===== config.mk =====
export PLATFORM = sky130hd
export DESIGN_NAME = mdio_wr_master
export DESIGN_NICKNAME = d
export VERILOG_FILES = /design/src/rtl/mdio_wr_pkg.sv /design/src/rtl/mdio_wr_ctrl.sv /design/src/rtl/mdio_wr_datapath.sv /design/src/rtl/mdio_wr_master.sv
export SDC_FILE = /design/constraint.sdc
export NUM_CORES = 1
export LEC_CHECK = 0
export ABC_AREA = 1
export BUFFER_PORTS_ARGS = -buffer_cell sky130_fd_sc_hd__buf_2
export CAP_MARGIN = 20
export CORE_MARGIN = 1.5
export CORE_UTILIZATION = 57
export CTS_CLUSTER_SIZE = 24
export DETAILED_ROUTE_END_ITERATION = 8
export PLACE_DENSITY = 0.79
export SLEW_MARGIN = 15
export SYNTH_ARGS = -nofsm -noshare
export SYNTH_HDL_FRONTEND = slang
export SYNTH_SLANG_ARGS = --single-unit

===== constraint.sdc =====
create_clock -name clk -period 1.6 [get_ports clk]
set_clock_uncertainty 0.05 [all_clocks]
set_input_delay 0.08 -clock clk [delete_from_list [all_inputs] [get_ports clk]]
set_output_delay 0.08 -clock clk [all_outputs]
set_load 0.01 [all_outputs]

===== src/rtl/mdio_wr_pkg.sv =====
package mdio_wr_pkg;
  localparam int FRAME_CLKS = 65;
  localparam int IDX_W      = 7;
  localparam int LAST_IDX   = FRAME_CLKS - 1;
  localparam int TA_FIRST   = 46;
  localparam int TA_SECOND  = 47;

  typedef struct packed {
    logic load;
    logic rise;
    logic fall;
    logic finish;
    logic nextOe;
  } mdioStrobe_t;

  function automatic logic oeFor(input logic [IDX_W-1:0] idx);
    return (idx < IDX_W'(LAST_IDX)) && (idx != IDX_W'(TA_FIRST)) && (idx != IDX_W'(TA_SECOND));
  endfunction
endpackage


===== src/rtl/mdio_wr_ctrl.sv =====
module mdio_wr_ctrl
  import mdio_wr_pkg::*;
#(
  parameter int HALF_PERIOD = 4
) (
  input  logic        clk,
  input  logic        rst_n,
  input  logic        cmdValid,
  output logic        busy,
  output logic        done,
  output mdioStrobe_t strobe
);
  localparam int DIV_W = (HALF_PERIOD > 1) ? $clog2(HALF_PERIOD) : 1;
  localparam logic [DIV_W-1:0] DIV_END = DIV_W'(HALF_PERIOD - 1);

  logic [DIV_W-1:0] divCnt;
  logic             phaseHigh;
  logic [IDX_W-1:0] bitIdx;
  logic             halfEnd;
  logic             lastBit;

  assign halfEnd = busy && (divCnt == DIV_END);
  assign lastBit = (bitIdx == IDX_W'(LAST_IDX));

  always_comb begin
    strobe.load   = cmdValid && !busy;
    strobe.rise   = halfEnd && !phaseHigh;
    strobe.fall   = halfEnd && phaseHigh && !lastBit;
    strobe.finish = halfEnd && phaseHigh && lastBit;
    strobe.nextOe = oeFor(bitIdx + 1'b1);
  end

  always_ff @(posedge clk) begin
    if (!rst_n) begin
      busy      <= 1'b0;
      done      <= 1'b0;
      divCnt    <= '0;
      phaseHigh <= 1'b0;
      bitIdx    <= '0;
    end else begin
      done <= strobe.finish;
      if (strobe.load) begin
        busy      <= 1'b1;
        divCnt    <= '0;
        phaseHigh <= 1'b0;
        bitIdx    <= '0;
      end else if (busy) begin
        if (halfEnd) begin
          divCnt    <= '0;
          phaseHigh <= !phaseHigh;
          if (phaseHigh) begin
            if (lastBit) busy <= 1'b0;
            else         bitIdx <= bitIdx + 1'b1;
          end
        end else begin
          divCnt <= divCnt + 1'b1;
        end
      end
    end
  end
endmodule


===== src/rtl/mdio_wr_datapath.sv =====
module mdio_wr_datapath
  import mdio_wr_pkg::*;
(
  input  logic        clk,
  input  logic        rst_n,
  input  mdioStrobe_t strobe,
  input  logic [4:0]  cmdPhyAddr,
  input  logic [4:0]  cmdRegAddr,
  input  logic [15:0] cmdData,
  input  logic        mdioIn,
  output logic        mdc,
  output logic        mdioOut,
  output logic        mdioOe,
  output logic [15:0] rdData
);
  logic [FRAME_CLKS-1:0] shifter;
  logic [FRAME_CLKS-1:0] frameImage;

  assign frameImage = {32'hFFFF_FFFF, 2'b01, 2'b01, cmdPhyAddr, cmdRegAddr, 2'b00, cmdData, 1'b0};
  assign mdioOut    = shifter[FRAME_CLKS-1];

  always_ff @(posedge clk) begin
    if (!rst_n) begin
      shifter <= '0;
      mdc     <= 1'b0;
      mdioOe  <= 1'b0;
      rdData  <= '0;
    end else begin
      if (strobe.load) begin
        shifter <= frameImage;
        mdioOe  <= 1'b1;
        mdc     <= 1'b0;
      end else if (strobe.rise) begin
        mdc <= 1'b1;
      end else if (strobe.fall) begin
        mdc     <= 1'b0;
        shifter <= shifter << 1;
        mdioOe  <= strobe.nextOe;
      end else if (strobe.finish) begin
        mdc     <= 1'b0;
        shifter <= '0;
        mdioOe  <= 1'b0;
      end
      if (strobe.fall || strobe.finish) rdData <= {rdData[14:0], mdioIn};
    end
  end
endmodule


===== src/rtl/mdio_wr_master.sv =====
module mdio_wr_master
  import mdio_wr_pkg::*;
#(
  parameter int HALF_PERIOD = 4
) (
  input  logic        clk,
  input  logic        rst_n,
  input  logic        cmdValid,
  input  logic [4:0]  cmdPhyAddr,
  input  logic [4:0]  cmdRegAddr,
  input  logic [15:0] cmdData,
  input  logic        mdioIn,
  output logic        busy,
  output logic        done,
  output logic        mdc,
  output logic        mdioOut,
  output logic        mdioOe,
  output logic [15:0] rdData
);
  mdioStrobe_t strobe;

  mdio_wr_ctrl #(.HALF_PERIOD(HALF_PERIOD)) u_ctrl (
    .clk(clk), .rst_n(rst_n), .cmdValid(cmdValid),
    .busy(busy), .done(done), .strobe(strobe)
  );

  mdio_wr_datapath u_datapath (
    .clk(clk), .rst_n(rst_n), .strobe(strobe),
    .cmdPhyAddr(cmdPhyAddr), .cmdRegAddr(cmdRegAddr), .cmdData(cmdData),
    .mdioIn(mdioIn), .mdc(mdc), .mdioOut(mdioOut), .mdioOe(mdioOe), .rdData(rdData)
  );
endmodule


# == Yosys cells after proc, flatten, opt, wreduce, memory -nomap -nowiden ==
# Index checks and enable logic that the tools add are counted.
# classes
n_addsub,2
order_cmp,1
n_eq_ne,5
muxes,16
n_bitwise,3
reduce_logical,20
# ops
op,n
$mux W65,4
$ne A7 B6 Y1 const B,2
$mux W1,11
$logic_and A1 B1 Y1,8
$add A7 B1 Y7 const B,1
$eq A7 B7 Y1 const B,1
$lt A7 B7 Y1 const B,1
$reduce_and A2 Y1,3
$reduce_bool A3 Y1,2
$reduce_and A4 Y1,1
$logic_not A1 Y1,3
$not A1 Y1,3
$add A2 B1 Y2 const B,1
$eq A2 B2 Y1 const B,1
$mux W2,1
$ne A2 B1 Y1 const B,1
$reduce_bool A2 Y1,1
$reduce_or A2 Y1,1
$logic_or A1 B1 Y1,1
# totals
regBits,95
in_bits,30
out_inout_bits,21
elab_cells,57

# == Depth between registers and ports, before layout ==
# depth
depth_word,8
ltp_mapped,9
mapped_depth_nobuf,9

# == Cells and area by module ==
# A second synthesis with hierarchy kept.
# unflattened
cells_unflattened,720
hier_area_um2,4488.1
# by_module_without_submodules
mod,instances,cells_per_inst,area_per_inst_um2,seq_area_each_um2
mdio_wr_datapath,1,601,3743.6,1641.6
mdio_wr_ctrl,1,119,744.5,240.2

# == Least setup slack after synthesis ==
# Ideal clock, no wire load.
# synth_timing
path_kind,register -> register
startpoint,register u_ctrl.divCnt[0]
endpoint,register u_datapath.rdData[15]
setup_time_ns,0.116
arrival_ns,1.271
t_required_ns,1.434
slack_ns,0.163
path_stages_with_launch,9
path_buffers,2
period_less_slack_ns,1.437
cell_sequence,dfxtp_1 > ha_1 > nand2_2 > nor2_8 > inv_2 > buf_4 > buf_2 > nor2_1 > nor2_1
# synth_via
elab_chain_cells,5
word_cells_on_any_way,6
classes_between,1 x eq/ne; 5 x reduce/logical
# synth_rtl
element,line,rtl
from (decl),mdio_wr_ctrl.sv:16,logic [DIV_W-1:0] divCnt;
from (signal assigned),mdio_wr_ctrl.sv:56,divCnt <= divCnt + 1'b1;
$eq A2 B2 Y1 *,mdio_wr_ctrl.sv:22,assign halfEnd = busy && (divCnt == DIV_END);
$logic_and A1 B1 Y1 *,mdio_wr_ctrl.sv:22,
$logic_and A1 B1 Y1 *,"mdio_wr_ctrl.sv:28, mdio_wr_ctrl.sv:29",
$logic_and A1 B1 Y1 (on tied branches),"mdio_wr_ctrl.sv:28, mdio_wr_ctrl.sv:29",
$logic_or A1 B1 Y1 *,mdio_wr_datapath.sv:44,"if (strobe.fall || strobe.finish) rdData <= {rdData[14:0], mdioIn};"
to (signal assigned),mdio_wr_datapath.sv:44,
to (decl),mdio_wr_datapath.sv:14,output logic [15:0] rdData
# Mark *: on every way between the ends. The rest lies on a longest branch, timed or not.
# A chain may end at the register's enable or synchronous reset.

# == Worst setup path in the final report ==
# layout_timing
startpoint,register u_ctrl.divCnt[1]
endpoint,register u_ctrl.bitIdx[4]
# layout_via
elab_chain_cells,3
# layout_rtl
element,line,rtl
$eq A2 B2 Y1,mdio_wr_ctrl.sv:22,
$logic_and A1 B1 Y1,mdio_wr_ctrl.sv:22,
$reduce_and A4 Y1 (no source line),--,
to (signal assigned),mdio_wr_ctrl.sv:53,else bitIdx <= bitIdx + 1'b1;
to (decl),mdio_wr_ctrl.sv:18,logic [IDX_W-1:0] bitIdx;
# No other way between the ends.

==> results.cfg <==
[clock_tree]
clk_latency_ns = 0.37
tritoncts = done
clock_path_buffers = 2
htreeDepth = 3
clockRootBuffer = clkbuf_8
clock_sinks = 94
cts_buffers = 9
path_clk_slew_ns = 0.09

[layout]
multi_input_area_sq_um = 1700
area_growth_pct = 25.1
fill_cells = 439
diodes = 0
drive_above_1_share_pct = 19.1
final_nets = 600
regArea_sq_um = 1890

[timing]
tightest_slew_ns = 0.410
post-route-period-util_pct = 96.9
hold_violations = 0
slew_headroom_pct = 72.7
fmaxAchievable_mhz = 645
slew_violations = 0
setup_viol = 0
setup_tns_ns = 0
rsz0062_at_grt = yes
min_period_ns = 1.55

[pwr]
pwr-share-clk_pct = 33.5
total_power_mw = 4.42
seqPwrFrac_pct = 57.0
switching_share_pct = 24.0
power.internal_mw = 3.36
p_leak_nw = 1.98
p_per_area_nw_per_um2 = 923
ir_drop_v = 0.000762
combPwrFrac_pct = 9.4
p_switching_mw = 1.06

[setup_path]
cp_max_fo = 10
crit_arrival_ns = 1.78
required_ns = 1.83
end_kind = flop
crit_type = flop to flop
worst_setup_path_start_kind = flop

[die]
die_h_um = 85.0
die_area_sq_um = 7220
core_area_sq_um = 6420
die_w_um = 85.0
ios = 51
initial_core_util_pct = 59.6
rows = 29

[detailed_routing]
routed_wl_um = 9190
antenna_left = 0
viasPerCell = 5.73
drt_iter0_drc = 349
vias = 3705
wl_per_cell_um = 14.2
dr.pass1.iters = 7
remaining_drc_errors = 4

[yosys]
postSynthNetCount = 522
synth_seq_cells = 94
yosys.area.top_type = dfxtp_1
synth_edf_count = 0
syn_inst = 487
ys.flop_type = dfxtp_1
netlist_top_cells_count = 94 x dfxtp_1, 84 x nand2_1, 79 x a21oi_1, 69 x nand3_1, 41 x nor2_1
synthArstFlopShare_pct = 0
yosys_warnings = 0
synth_top_cell_area_share_pct = 49.2
seq_area_frac_synth_pct = 49.2
synth.area.top_cells = dfxtp_1 49%, a21oi_1 10%, nand3_1 9.0%
synth.most_common_cell = dfxtp_1
synth_area_sq_um = 3830
synth_area_per_cell_sq_um = 7.86
yosysUniqueCellTypes = 25

[outcome]
violations = design-rule violations
outcome = complete, but fails checks

[global_routing]
grt_use_met2_pct = 41.2
grt_util_met3_pct = 5.06
track_usage_pct = 25.3
grt_max_degree = 61
grtUsageMet1_pct = 32.6
antenna_found_initial = 0
grt.busiest_layer = met2
grt_remaining_overflow = 0
grt_pass1_wl_um = 14700
grt_pass1_vias = 3258

[hold_path]
min_path_type = input port to flop

[job]
maxCapViolations = 0

[place]
dp_hpwl_um = 4670
portBuffers = 50
gp_congestion = 0.820
worst max-delay path, cell delays in order (launching register included):
cell and delay [ns]:
dfxtp_2 0.34, ha_2 0.19, nand2_2 0.10, nor2_8 0.15, buf_12 0.15, nand2_4 0.11
nor2_4 0.21, nand2_1 0.06, o21ai_0 0.09
placed cells by master (no fill, tap or decap), drive strengths merged:
cell and instances:
nor3 1, nand3 69, clkbuf 16, and2 1, bufbuf 1, nand4 3
buf 72, a31oi 25, clkinv 1, clkinvlp 1, o21ai 23, inv 18
a21oi 79, a211oi 2, nor2 44, dfxtp 94, dlygate4sd3 28, nand2 87
ha 5
path summary, 6_finish.rpt:
check,end,cells past startpoint,start,slack [ns]
setup / recovery,u_ctrl.bitIdx[4]$_SDFFE_PP0P_,8,u_ctrl.divCnt[1]$_SDFFE_PP0P_,0.05
hold / removal,u_datapath.rdData[1]$_SDFFE_PN0P_,3,rst_n,0.03
setup reg to reg,u_ctrl.bitIdx[4]$_SDFFE_PP0P_,8,u_ctrl.divCnt[1]$_SDFFE_PP0P_,0.05
hold reg to reg,u_datapath.shifter[30]$_SDFFE_PP0P_,2,u_datapath.shifter[29]$_SDFFE_PN0P_,0.41
logic make-up (layout without fill, tap and decap cells):
group	Yosys count	count (layout)	synth area share, %
AO/OA/AOI/OAI	129	129	17.8
AND/OR/NAND/NOR	205	205	24.3
buffers and inverters	54	137	7.09
adder cells (fa/ha/maj)	5	5	1.63
flip-flops	94	94	49.2
power by group through the flow:
stage	registers [mW]	clock network (mW)	logic (mW)
global route	2.54	1.59	0.462
floorplan	2.56	0	0.226
detailed placement	2.57	0	0.325
finish	2.52	1.48	0.418
CTS	2.52	1.50	0.377
global placement	2.57	0	0.314
routing by layer:
layer / part of all wire [%] / wire length [um] / vias to the layer above
met2: 49 / 4460 / 136
met3: 4.9 / 452 / 12
met1: 45 / 4110 / 1739
li1: - / - / 1818
met5: 0 / 0 / -
met4: 1.8 / 167 / 0
repair_timing:
item,4_1_cts,5_1_grt
cloned,1,2
resized for setup,3,12
hold buffers,28,0
buffers inserted,0,8
endpoints found under the setup margin,30,82
pin swaps,0,2
endpoints found under the hold margin,28,0
layout make-up:
| cell class | instances | share of cell area [%] |
|---|---|---|
| Clock inverter | 2 | 0.287 |
| Clock buffer | 14 | 3.60 |
| Tap cell | 77 | 2.01 |
| Timing Repair Buffer | 103 | 17.6 |
| Sequential cell | 94 | 39.4 |
| Multi-Input combinational cell | 339 | 35.5 |
| Inverter | 18 | 1.59 |
per-stage QoR:
stage / instances / instance area (sq um) / utilization [%] / hold WS, ns / worst slack, ns
CTS: 637 / 4640 / 72.3 / 0.0285 / 0.00275
global placement: 592 / 4130 / 64.3 / 0.259 / 0.0383
finish: 647 / 4790 / 74.6 / 0.0311 / 0.0501
floorplan: 487 / 3830 / - / 0.165 / 0.163
global route: 647 / 4790 / 74.6 / 0.0425 / -0.0273
detailed placement: 592 / 4130 / 64.3 / 0.289 / -0.0339
sequential cells by signal, indices dropped and copies added, names as in the netlist:
name / cells
u_ctrl.bitIdx: 7
u_ctrl.busy: 1
u_ctrl.divCnt: 2
u_ctrl.done: 1
u_ctrl.phaseHigh: 1
u_datapath.mdc: 1
u_datapath.mdioOe: 1
u_datapath.rdData: 16
u_datapath.shifter: 64
Note: power is estimated with default switching activity, not from simulation.
